--- src/rtl/dma_ldr_pkg.sv ---
package dma_ldr_pkg;

    typedef enum logic {
        DIR_TO_BUF   = 1'b0,
        DIR_FROM_BUF = 1'b1
    } dma_dir_e;

    localparam logic [1:0] SEL_CTRL = 2'd0;
    localparam logic [1:0] SEL_PTR  = 2'd1;
    localparam logic [1:0] SEL_CNT  = 2'd2;

    typedef struct packed {
        logic     en;
        dma_dir_e dir;
    } ctrl_t;

endpackage

--- src/rtl/dma_ldr_edge.sv ---
module dma_ldr_edge (
    input  logic clk,
    input  logic rst_n,
    input  logic strobe_n,
    output logic fall
);
    logic act_d, act_q;

    always_comb begin
        act_d = ~strobe_n;
    end

    always_ff @(posedge clk or negedge rst_n) begin
        if (!rst_n) act_q <= 1'b0;
        else        act_q <= act_d;
    end

    assign fall = ~strobe_n & ~act_q;

    AST_FALL_ONCE: assert property (@(posedge clk) disable iff (!rst_n)
        fall |=> !fall);
endmodule

--- src/rtl/dma_ldr_ptr.sv ---
module dma_ldr_ptr #(
    parameter int AW = 8,
    parameter int LO = 64,
    parameter int HI = 255
) (
    input  logic          clk,
    input  logic          rst_n,
    input  logic          load,
    input  logic [AW-1:0] load_val,
    input  logic          step,
    output logic [AW-1:0] ptr
);
    localparam logic [AW-1:0] LO_V = AW'(LO);
    localparam logic [AW-1:0] HI_V = AW'(HI);
    localparam logic [AW:0]   HI_W = (AW+1)'(HI);

    logic [AW-1:0] ptr_d, ptr_q;
    logic          out_of_region;

    always_comb begin
        out_of_region = (load_val < LO_V) || ({1'b0, load_val} > HI_W);
        ptr_d = ptr_q;
        if (load) begin
            ptr_d = out_of_region ? LO_V : load_val;
        end else if (step) begin
            ptr_d = (ptr_q == HI_V) ? LO_V : ptr_q + 1'b1;
        end
    end

    always_ff @(posedge clk or negedge rst_n) begin
        if (!rst_n) ptr_q <= LO_V;
        else        ptr_q <= ptr_d;
    end

    assign ptr = ptr_q;

    AST_PTR_IN_REGION: assert property (@(posedge clk) disable iff (!rst_n)
        (ptr >= LO_V) && ({1'b0, ptr} <= HI_W));
    AST_PTR_MOVES: assert property (@(posedge clk) disable iff (!rst_n)
        (step && !load) |=> (ptr != $past(ptr)));
endmodule

--- src/rtl/dma_ldr_cnt.sv ---
module dma_ldr_cnt #(
    parameter int CW = 8
) (
    input  logic          clk,
    input  logic          rst_n,
    input  logic          load,
    input  logic [CW-1:0] load_val,
    input  logic          rearm,
    input  logic          step,
    output logic [CW-1:0] left,
    output logic          done
);
    typedef struct packed {
        logic [CW-1:0] left;
        logic          done;
    } cnt_state_t;

    localparam logic [CW-1:0] ONE = CW'(1);

    cnt_state_t st_d, st_q;

    always_comb begin
        st_d = st_q;
        if (load) begin
            st_d.left = load_val;
        end else if (step && (st_q.left != '0)) begin
            st_d.left = st_q.left - 1'b1;
        end
        if (rearm) begin
            st_d.done = 1'b0;
        end else if (step && !load && (st_q.left == ONE)) begin
            st_d.done = 1'b1;
        end
    end

    always_ff @(posedge clk or negedge rst_n) begin
        if (!rst_n) st_q <= '0;
        else        st_q <= st_d;
    end

    assign left = st_q.left;
    assign done = st_q.done;

    AST_CNT_STEP: assert property (@(posedge clk) disable iff (!rst_n)
        (step && !load) |=> (left == $past(left) - 1'b1));
    AST_DONE_HOLD: assert property (@(posedge clk) disable iff (!rst_n)
        (done && !rearm) |=> done);
endmodule

--- src/rtl/dma_buf_loader.sv ---
module dma_buf_loader
    import dma_ldr_pkg::*;
#(
    parameter int DATA_W    = 8,
    parameter int ADDR_W    = 8,
    parameter int CNT_W     = 8,
    parameter int REGION_LO = 64,
    parameter int REGION_HI = 255
) (
    input  logic              clk,
    input  logic              rst_n,
    input  logic              cfg_we,
    input  logic [1:0]        cfg_sel,
    input  logic [DATA_W-1:0] cfg_wdata,
    output logic              dreq_n,
    input  logic              dack_n,
    input  logic              bus_wr_n,
    input  logic              bus_rd_n,
    input  logic [DATA_W-1:0] bus_wdata,
    output logic [DATA_W-1:0] bus_rdata,
    output logic              bus_rdata_en,
    output logic [ADDR_W-1:0] mem_addr,
    output logic              mem_we,
    output logic [DATA_W-1:0] mem_wdata,
    input  logic [DATA_W-1:0] mem_rdata,
    output logic [CNT_W-1:0]  xfer_left,
    output logic              xfer_done
);
    localparam int NUM_STROBES = 2;

    ctrl_t ctrl_d, ctrl_q;

    logic [NUM_STROBES-1:0] strobe_n;
    logic [NUM_STROBES-1:0] fall;
    logic                   ld_ctrl, ld_ptr, ld_cnt, rearm;
    logic                   active, dir_fall, byte_ok;
    logic [ADDR_W-1:0]      ptr;
    logic [CNT_W-1:0]       left;
    logic                   done;

    assign strobe_n = {bus_rd_n, bus_wr_n};

    for (genvar g = 0; g < NUM_STROBES; g++) begin : g_edge
        dma_ldr_edge u_edge (
            .clk      (clk),
            .rst_n    (rst_n),
            .strobe_n (strobe_n[g]),
            .fall     (fall[g])
        );
    end

    always_comb begin
        ld_ctrl = cfg_we && (cfg_sel == SEL_CTRL);
        ld_ptr  = cfg_we && (cfg_sel == SEL_PTR);
        ld_cnt  = cfg_we && (cfg_sel == SEL_CNT);
        rearm   = ld_ctrl && cfg_wdata[0];

        ctrl_d = ctrl_q;
        if (ld_ctrl) begin
            ctrl_d.en  = cfg_wdata[0];
            ctrl_d.dir = dma_dir_e'(cfg_wdata[1]);
        end

        active   = ctrl_q.en && (left != '0);
        dir_fall = (ctrl_q.dir == DIR_FROM_BUF) ? fall[1] : fall[0];
        byte_ok  = active && !dack_n && dir_fall;
    end

    always_ff @(posedge clk or negedge rst_n) begin
        if (!rst_n) ctrl_q <= '{en: 1'b0, dir: DIR_TO_BUF};
        else        ctrl_q <= ctrl_d;
    end

    dma_ldr_ptr #(
        .AW (ADDR_W),
        .LO (REGION_LO),
        .HI (REGION_HI)
    ) u_ptr (
        .clk      (clk),
        .rst_n    (rst_n),
        .load     (ld_ptr),
        .load_val (ADDR_W'(cfg_wdata)),
        .step     (byte_ok),
        .ptr      (ptr)
    );

    dma_ldr_cnt #(
        .CW (CNT_W)
    ) u_cnt (
        .clk      (clk),
        .rst_n    (rst_n),
        .load     (ld_cnt),
        .load_val (CNT_W'(cfg_wdata)),
        .rearm    (rearm),
        .step     (byte_ok),
        .left     (left),
        .done     (done)
    );

    assign dreq_n       = ~active;
    assign mem_addr     = ptr;
    assign mem_we       = byte_ok && (ctrl_q.dir == DIR_TO_BUF);
    assign mem_wdata    = bus_wdata;
    assign bus_rdata    = mem_rdata;
    assign bus_rdata_en = active && (ctrl_q.dir == DIR_FROM_BUF) && !dack_n && !bus_rd_n;
    assign xfer_left    = left;
    assign xfer_done    = done;

    AST_IDLE_ACK_NOP: assert property (@(posedge clk) disable iff (!rst_n)
        (dreq_n && !cfg_we) |=> ($stable(mem_addr) && $stable(xfer_left)));
    AST_WE_NEEDS_REQ: assert property (@(posedge clk) disable iff (!rst_n)
        mem_we |-> (!dreq_n && !dack_n && !bus_wr_n));
    AST_LAST_BYTE_RELEASE: assert property (@(posedge clk) disable iff (!rst_n)
        (byte_ok && (xfer_left == CNT_W'(1)) && !cfg_we) |=> (dreq_n && xfer_done));
    AST_RD_EN_DIR: assert property (@(posedge clk) disable iff (!rst_n)
        bus_rdata_en |-> (!mem_we && !bus_rd_n));
endmodule

--- config.mk ---
export PLATFORM = sky130hd
export DESIGN_NAME = dma_buf_loader
export DESIGN_NICKNAME = d
export VERILOG_FILES = /design/src/rtl/dma_ldr_pkg.sv /design/src/rtl/dma_ldr_edge.sv /design/src/rtl/dma_ldr_ptr.sv /design/src/rtl/dma_ldr_cnt.sv /design/src/rtl/dma_buf_loader.sv
export SDC_FILE = /design/constraint.sdc
export NUM_CORES = 1
export LEC_CHECK = 0
export BUFFER_PORTS_ARGS = -buffer_cell sky130_fd_sc_hd__buf_2
export CORE_MARGIN = 1.5
export CORE_UTILIZATION = 47
export CTS_BUF_LIST = sky130_fd_sc_hd__clkbuf_16
export DETAILED_ROUTE_END_ITERATION = 12
export PLACE_DENSITY = 0.84
export SLEW_MARGIN = 20
export SYNTH_ARGS = -nofsm -noshare
export SYNTH_HDL_FRONTEND = slang
export SYNTH_SLANG_ARGS = --single-unit
--- constraint.sdc ---
create_clock -name clk -period 2.7 [get_ports clk]
set_input_delay 0.54 -clock clk [delete_from_list [all_inputs] [get_ports clk]]
set_output_delay 0.54 -clock clk [all_outputs]
set_load 0.03 [all_outputs]
Word-level counts from Yosys, hierarchy flattened
Cells that the tools add are included.
Word-level totals
  register bits after elaboration: 21
  input port bits: 32
  output and inout port bits: 36
  word-level logic and storage cells: 53
Operators by class
  add/subtract/negate cells: 2
  magnitude comparators: 1
  equal/unequal tests: 4
  muxes and demuxes: 9
  bitwise operators: 8
  reduce and logical (&&, ||, !) cells: 22
Operators with widths (number)
  8-bit two-way mux: 6
  1-bit logical AND: 14
  8-bit by 1-bit adder with 8-bit output (second input constant): 1
  8-bit by 1-bit == test with 1-bit output (second input constant): 1
  8-bit == test (second input constant): 1
  8-bit by 7-bit less-than comparator with 1-bit output (second input constant): 1
  8-bit nonzero test: 1
  8-bit by 1-bit subtractor with 8-bit output (second input constant): 1
  1-bit NOT: 6
  2-bit nonzero test: 3
  1-bit zero test: 3
  1-bit two-way mux: 3
  1-bit bitwise AND: 2
  2-bit by 1-bit == test with 1-bit output (second input constant): 1
  2-bit == test (second input constant): 1
  2-bit zero test: 1

Depth between registers and ports, before layout
  depth in word-level cells: 8
  mapped depth: 9
  gate-level depth less buffers: 7

Cells and area by module
A second synthesis with hierarchy kept.
Second synthesis, totals
  cells, all modules: 163
  area, all modules: 1507.7 um^2
By module, submodules not included
  dma_ldr_cnt: times used 1, cells each 68, area an instance 635.6 um^2, sequential area each 225.2 um^2
  dma_ldr_ptr: times used 1, cells each 55, area an instance 491.7 um^2, sequential area each 201.4 um^2
  dma_buf_loader: times used 1, cells each 34, area an instance 315.3 um^2, sequential area each 50.0 um^2
  dma_ldr_edge: times used 2, cells each 3, area an instance 32.5 um^2, sequential area each 25.0 um^2

Worst setup path before layout
Ideal clock, no wire load.
  kind: flip-flop to output port
  start: register u_cnt.st_q, in the netlist u_cnt.left[0]
  end: output bus_rdata_en
  data arrival time: 2.494 ns
  data required time: 2.160 ns
  slack: -0.334 ns
  cell stages (with the launch flop): 9
  path buffers: 2
  path through: dfrtp_1 > inv_1 > ha_1 > inv_1 > o41a_4 > inv_2 > buf_4 > buf_6 > nor4b_1
On the way
  cells in the longest elaborated chain, start to end: 5
RTL lines
  start: declaration: RTL line dma_ldr_cnt.sv:20  | cnt_state_t st_d, st_q;
  start signal: assignment: RTL line dma_ldr_cnt.sv:38  | else st_q <= st_d;
  8-bit nonzero test: RTL line dma_buf_loader.sv:64  | active = ctrl_q.en && (left != '0);
  1-bit logical AND: RTL line dma_buf_loader.sv:64
  1-bit logical AND (3 in series): RTL line dma_buf_loader.sv:105  | assign bus_rdata_en = active && (ctrl_q.dir == DIR_FROM_BUF) && !dack_n && !bus_rd_n;
  end: declaration: RTL line dma_buf_loader.sv:21  | output logic bus_rdata_en,
No other way between the ends.

Worst setup path after layout
  start: register u_cnt.st_q, in the netlist u_cnt.left[3]
  end: output mem_we
On the way
  cells in the longest elaborated chain, start to end: 5
RTL lines
  8-bit nonzero test: RTL line dma_buf_loader.sv:64
  1-bit logical AND: RTL line dma_buf_loader.sv:64
  1-bit logical AND (2 in series): RTL line dma_buf_loader.sv:66  | byte_ok = active && !dack_n && dir_fall;
  1-bit logical AND: RTL line dma_buf_loader.sv:102  | assign mem_we = byte_ok && (ctrl_q.dir == DIR_TO_BUF);
  end: declaration: RTL line dma_buf_loader.sv:23  | output logic mem_we,
No other way between the ends.

==> impl_metrics.yaml <==
run_status:
  status: "completed"
clock_tree:
  cts_sinks: 21
  htreeDepth: 1
  post_cts_buffers: 0
  clk_pin_slew_ps: 60
  cts_root_buffer: "clkbuf_16"
  clkLatencyLatePin_ps: 250
  clockBufferDepth: 2
  cts_buffers: 3
  cts_resized: 0
  cts_hold_buf: 0
  cts_tree: "done"
power_and_ir_drop:
  powerDensity_nw_per_um2: 738
  p_leak_nw: 0.698
  power_mw: 1.20
  vdd_drop_max_uv: 346
placement:
  routabilityCongestion: 0.862
  place_hpwl_mm: 2.73
  placed_cells: 210
  io_buffer_count: 35
timing:
  skew_ps: 3.89
  post-route-min-period_ps: 2620
  fmax_mhz: 382
  fin_hold_ws_ps: 237
  fin_tns_setup_ps: 0
  timing.final.max_slew_violations: 0
  hold_violations: 0
  relSlewSlack_pct: 42.0
  setup_violations: 0
  fin_crit_sh_pct: 97.0
  tightest_slew_ps: 866
  rsz0062_at_grt: "false"
detailed_routing:
  first_iter_violations: 39
  firstDrtPassIters: 4
  wl_per_cell_um: 17.2
  via_count: 1364
  vias_per_cell: 6.37
  ant_nets: 0
  wl_mm: 3.69
  drc: 0
floorplan:
  row_count: 20
  die_w_um: 58.9
  fp.dieH_um: 58.9
  die-area_um2: 3470
  start_util_pct: 48.9
  io_pins: 68
  core_um2: 3000
worst_setup_path:
  critPathBufInv: 1
  cp.required_ps: 2160
  startpoint: "u_cnt.left[3]$_DFFE_PN0P_"
  critPathArrivalTime_ps: 2080
  max_stage_delay_ps: 550
  r2r_slack_ps: 370
  cp.depth: 5
  path_max_fanout: 8
  rr_worst_depth: 6
  crit_path_end_kind: "output port"
  worstSetupStartpointType: "register"
  crit_slowest_cell: "or4_4"
  critPathTopFamily: "simple AND/OR/NAND/NOR gates"
  reg2reg_to: "u_ptr.ptr[3]$_DFFE_PN0P_"
  worstReg2RegStart: "u_cnt.left[3]$_DFFE_PN0P_"
  timing.critical_path.to: "mem_we"
  crit_chain: "or4_4 -> o41a_4 -> nand2_1 -> nor2_1 -> buf_2"
  criticalPathCategory: "register to output port"
yosys:
  yosysWarnings: 0
  synth-edff-count: 0
  synth_area_um2: 1470
  ys_ff_latch: 21
  ys_seq_area_share_pct: 35.9
  syn-num-nets: 199
  synth_cells: 163
  yosysUniqueCellTypes: 48
  ys.flop_type: "dfrtp_1"
  synthArstFlopShare_pct: 100
  syn_avg_cell_area_um2: 9.00
layout:
  area_growth_pct: 10.8
  fin_nets: 218
  antenna-diode-count: 0
  drive_gt1_share_pct: 28.7
  stdcell_count: 214
  post-route-util_pct: 54.2
min_path:
  hold_class: "input pin to async pin"
global_routing:
  overflow: 0
  grt_usage_pct: 23.1
  grt_max_degree: 22
  first_global_vias: 1280
  antenna_found_initial: 0
  grt_pass1_wl_mm: 6.04
job:
  maxCapViolCount: 0
worst min-delay path by stage:
stage,slack (ps),depth (start not counted),endpoint,start
3_5_place_dp,530,1,u_cnt.left[5]$_DFFE_PN0P_,rst_n
2_1_floorplan,240,0,ctrl_q[0]$_DFFE_PN0P_,rst_n
6_report,240,1,ctrl_q[0]$_DFFE_PN0P_,rst_n
5_1_grt,280,1,u_cnt.left[2]$_DFFE_PN0P_,rst_n
3_3_place_gp,520,1,u_cnt.left[2]$_DFFE_PN0P_,rst_n
4_1_cts,260,1,u_cnt.left[2]$_DFFE_PN0P_,rst_n
Yosys cell counts, types with 2 or more instances:
| library cell | count | area, um^2 |
|---|---|---|
| mux2_2 | 3 | 33.8 |
| o31ai_1 | 4 | 30.0 |
| clkbuf_1 | 5 | 18.8 |
| o211ai_1 | 5 | 37.5 |
| nor4b_1 | 2 | 17.5 |
| nand3_1 | 5 | 25.0 |
| nor4_1 | 3 | 18.8 |
| or3_1 | 4 | 25.0 |
| nand4_1 | 4 | 25.0 |
| ha_1 | 4 | 50.1 |
| or4_1 | 5 | 37.5 |
| a2bb2oi_1 | 2 | 17.5 |
| buf_4 | 17 | 128 |
| a21oi_1 | 2 | 10.0 |
| inv_1 | 8 | 30.0 |
| dfrtp_1 | 20 | 500 |
| o22a_1 | 2 | 17.5 |
| o311ai_0 | 3 | 26.3 |
| a31oi_1 | 5 | 31.3 |
| nand2_1 | 14 | 52.6 |
| nor2_1 | 15 | 56.3 |
| nand3b_1 | 3 | 22.5 |
| nor3_1 | 2 | 10.0 |
| and3b_1 | 2 | 17.5 |
report_power, final:
part	switching (mW)	internal [mW]	total [mW]
clock	0.114	0.197	0.312
combinational	0.288	0.150	0.438
sequential	0.0783	0.372	0.450
metrics by stage:
stage,setup slack (ps),cell area (um^2)
6_report,81.5,1630
5_1_grt,4.86,1630
4_1_cts,101,1630
3_5_place_dp,380,1550
3_3_place_gp,386,1550
2_1_floorplan,80.6,1470
placed cells by master, fill, tap and decap left out, types with 3 or more instances in the layout:
cell,count
a31oi_1,5
buf_2,35
clkbuf_16,3
dfrtp_1,20
ha_1,4
inv_1,9
mux2_2,3
nand2_1,14
nand3_1,5
nand3b_1,3
nand4_1,4
nor2_1,15
nor4_1,3
o211ai_1,5
o311ai_0,3
o31ai_1,4
or3_1,4
or4_1,5
flip-flops by register name, summed over array words and instances, names as in the netlist:
name                 count
u_ptr.ptr                8
ctrl_q                   2
g_edge.u_edge.act_q      2
u_cnt.left               8
u_cnt.done               1
kinds of logic (layout without fill, tap and decap cells):
family,Yosys count,in the layout,share of synthesized area (%)
and+or+nand+nor,65,65,24.4
buffers and inverters,32,50,13.0
DFF,21,21,35.9
muxes,3,3,2.30
adders and majority gates,4,4,3.41
AOI/OAI and AO/OA,38,38,21.0
metal layers:
layer  track usage, %  wire length [um]  share of wire (%)  vias up
met5                0                 0                  0        -
met4             13.0               127                3.4        0
met3             6.59               346                9.4       18
met2             34.0              1670                 45       84
met1             30.3              1540                 42      622
li1                 -                 -                  -      640
layout make-up:
cell class                 count  area (um^2)
clock inverter                 1         3.75
inverter                       9         33.8
tap                           33         41.3
fill                         271         1380
sequential                    21          527
multi-input combinational    110          756
timing repair buffer          37          190
clock buffer                   3         75.1
Note: power is estimated with default switching activity, not from simulation.
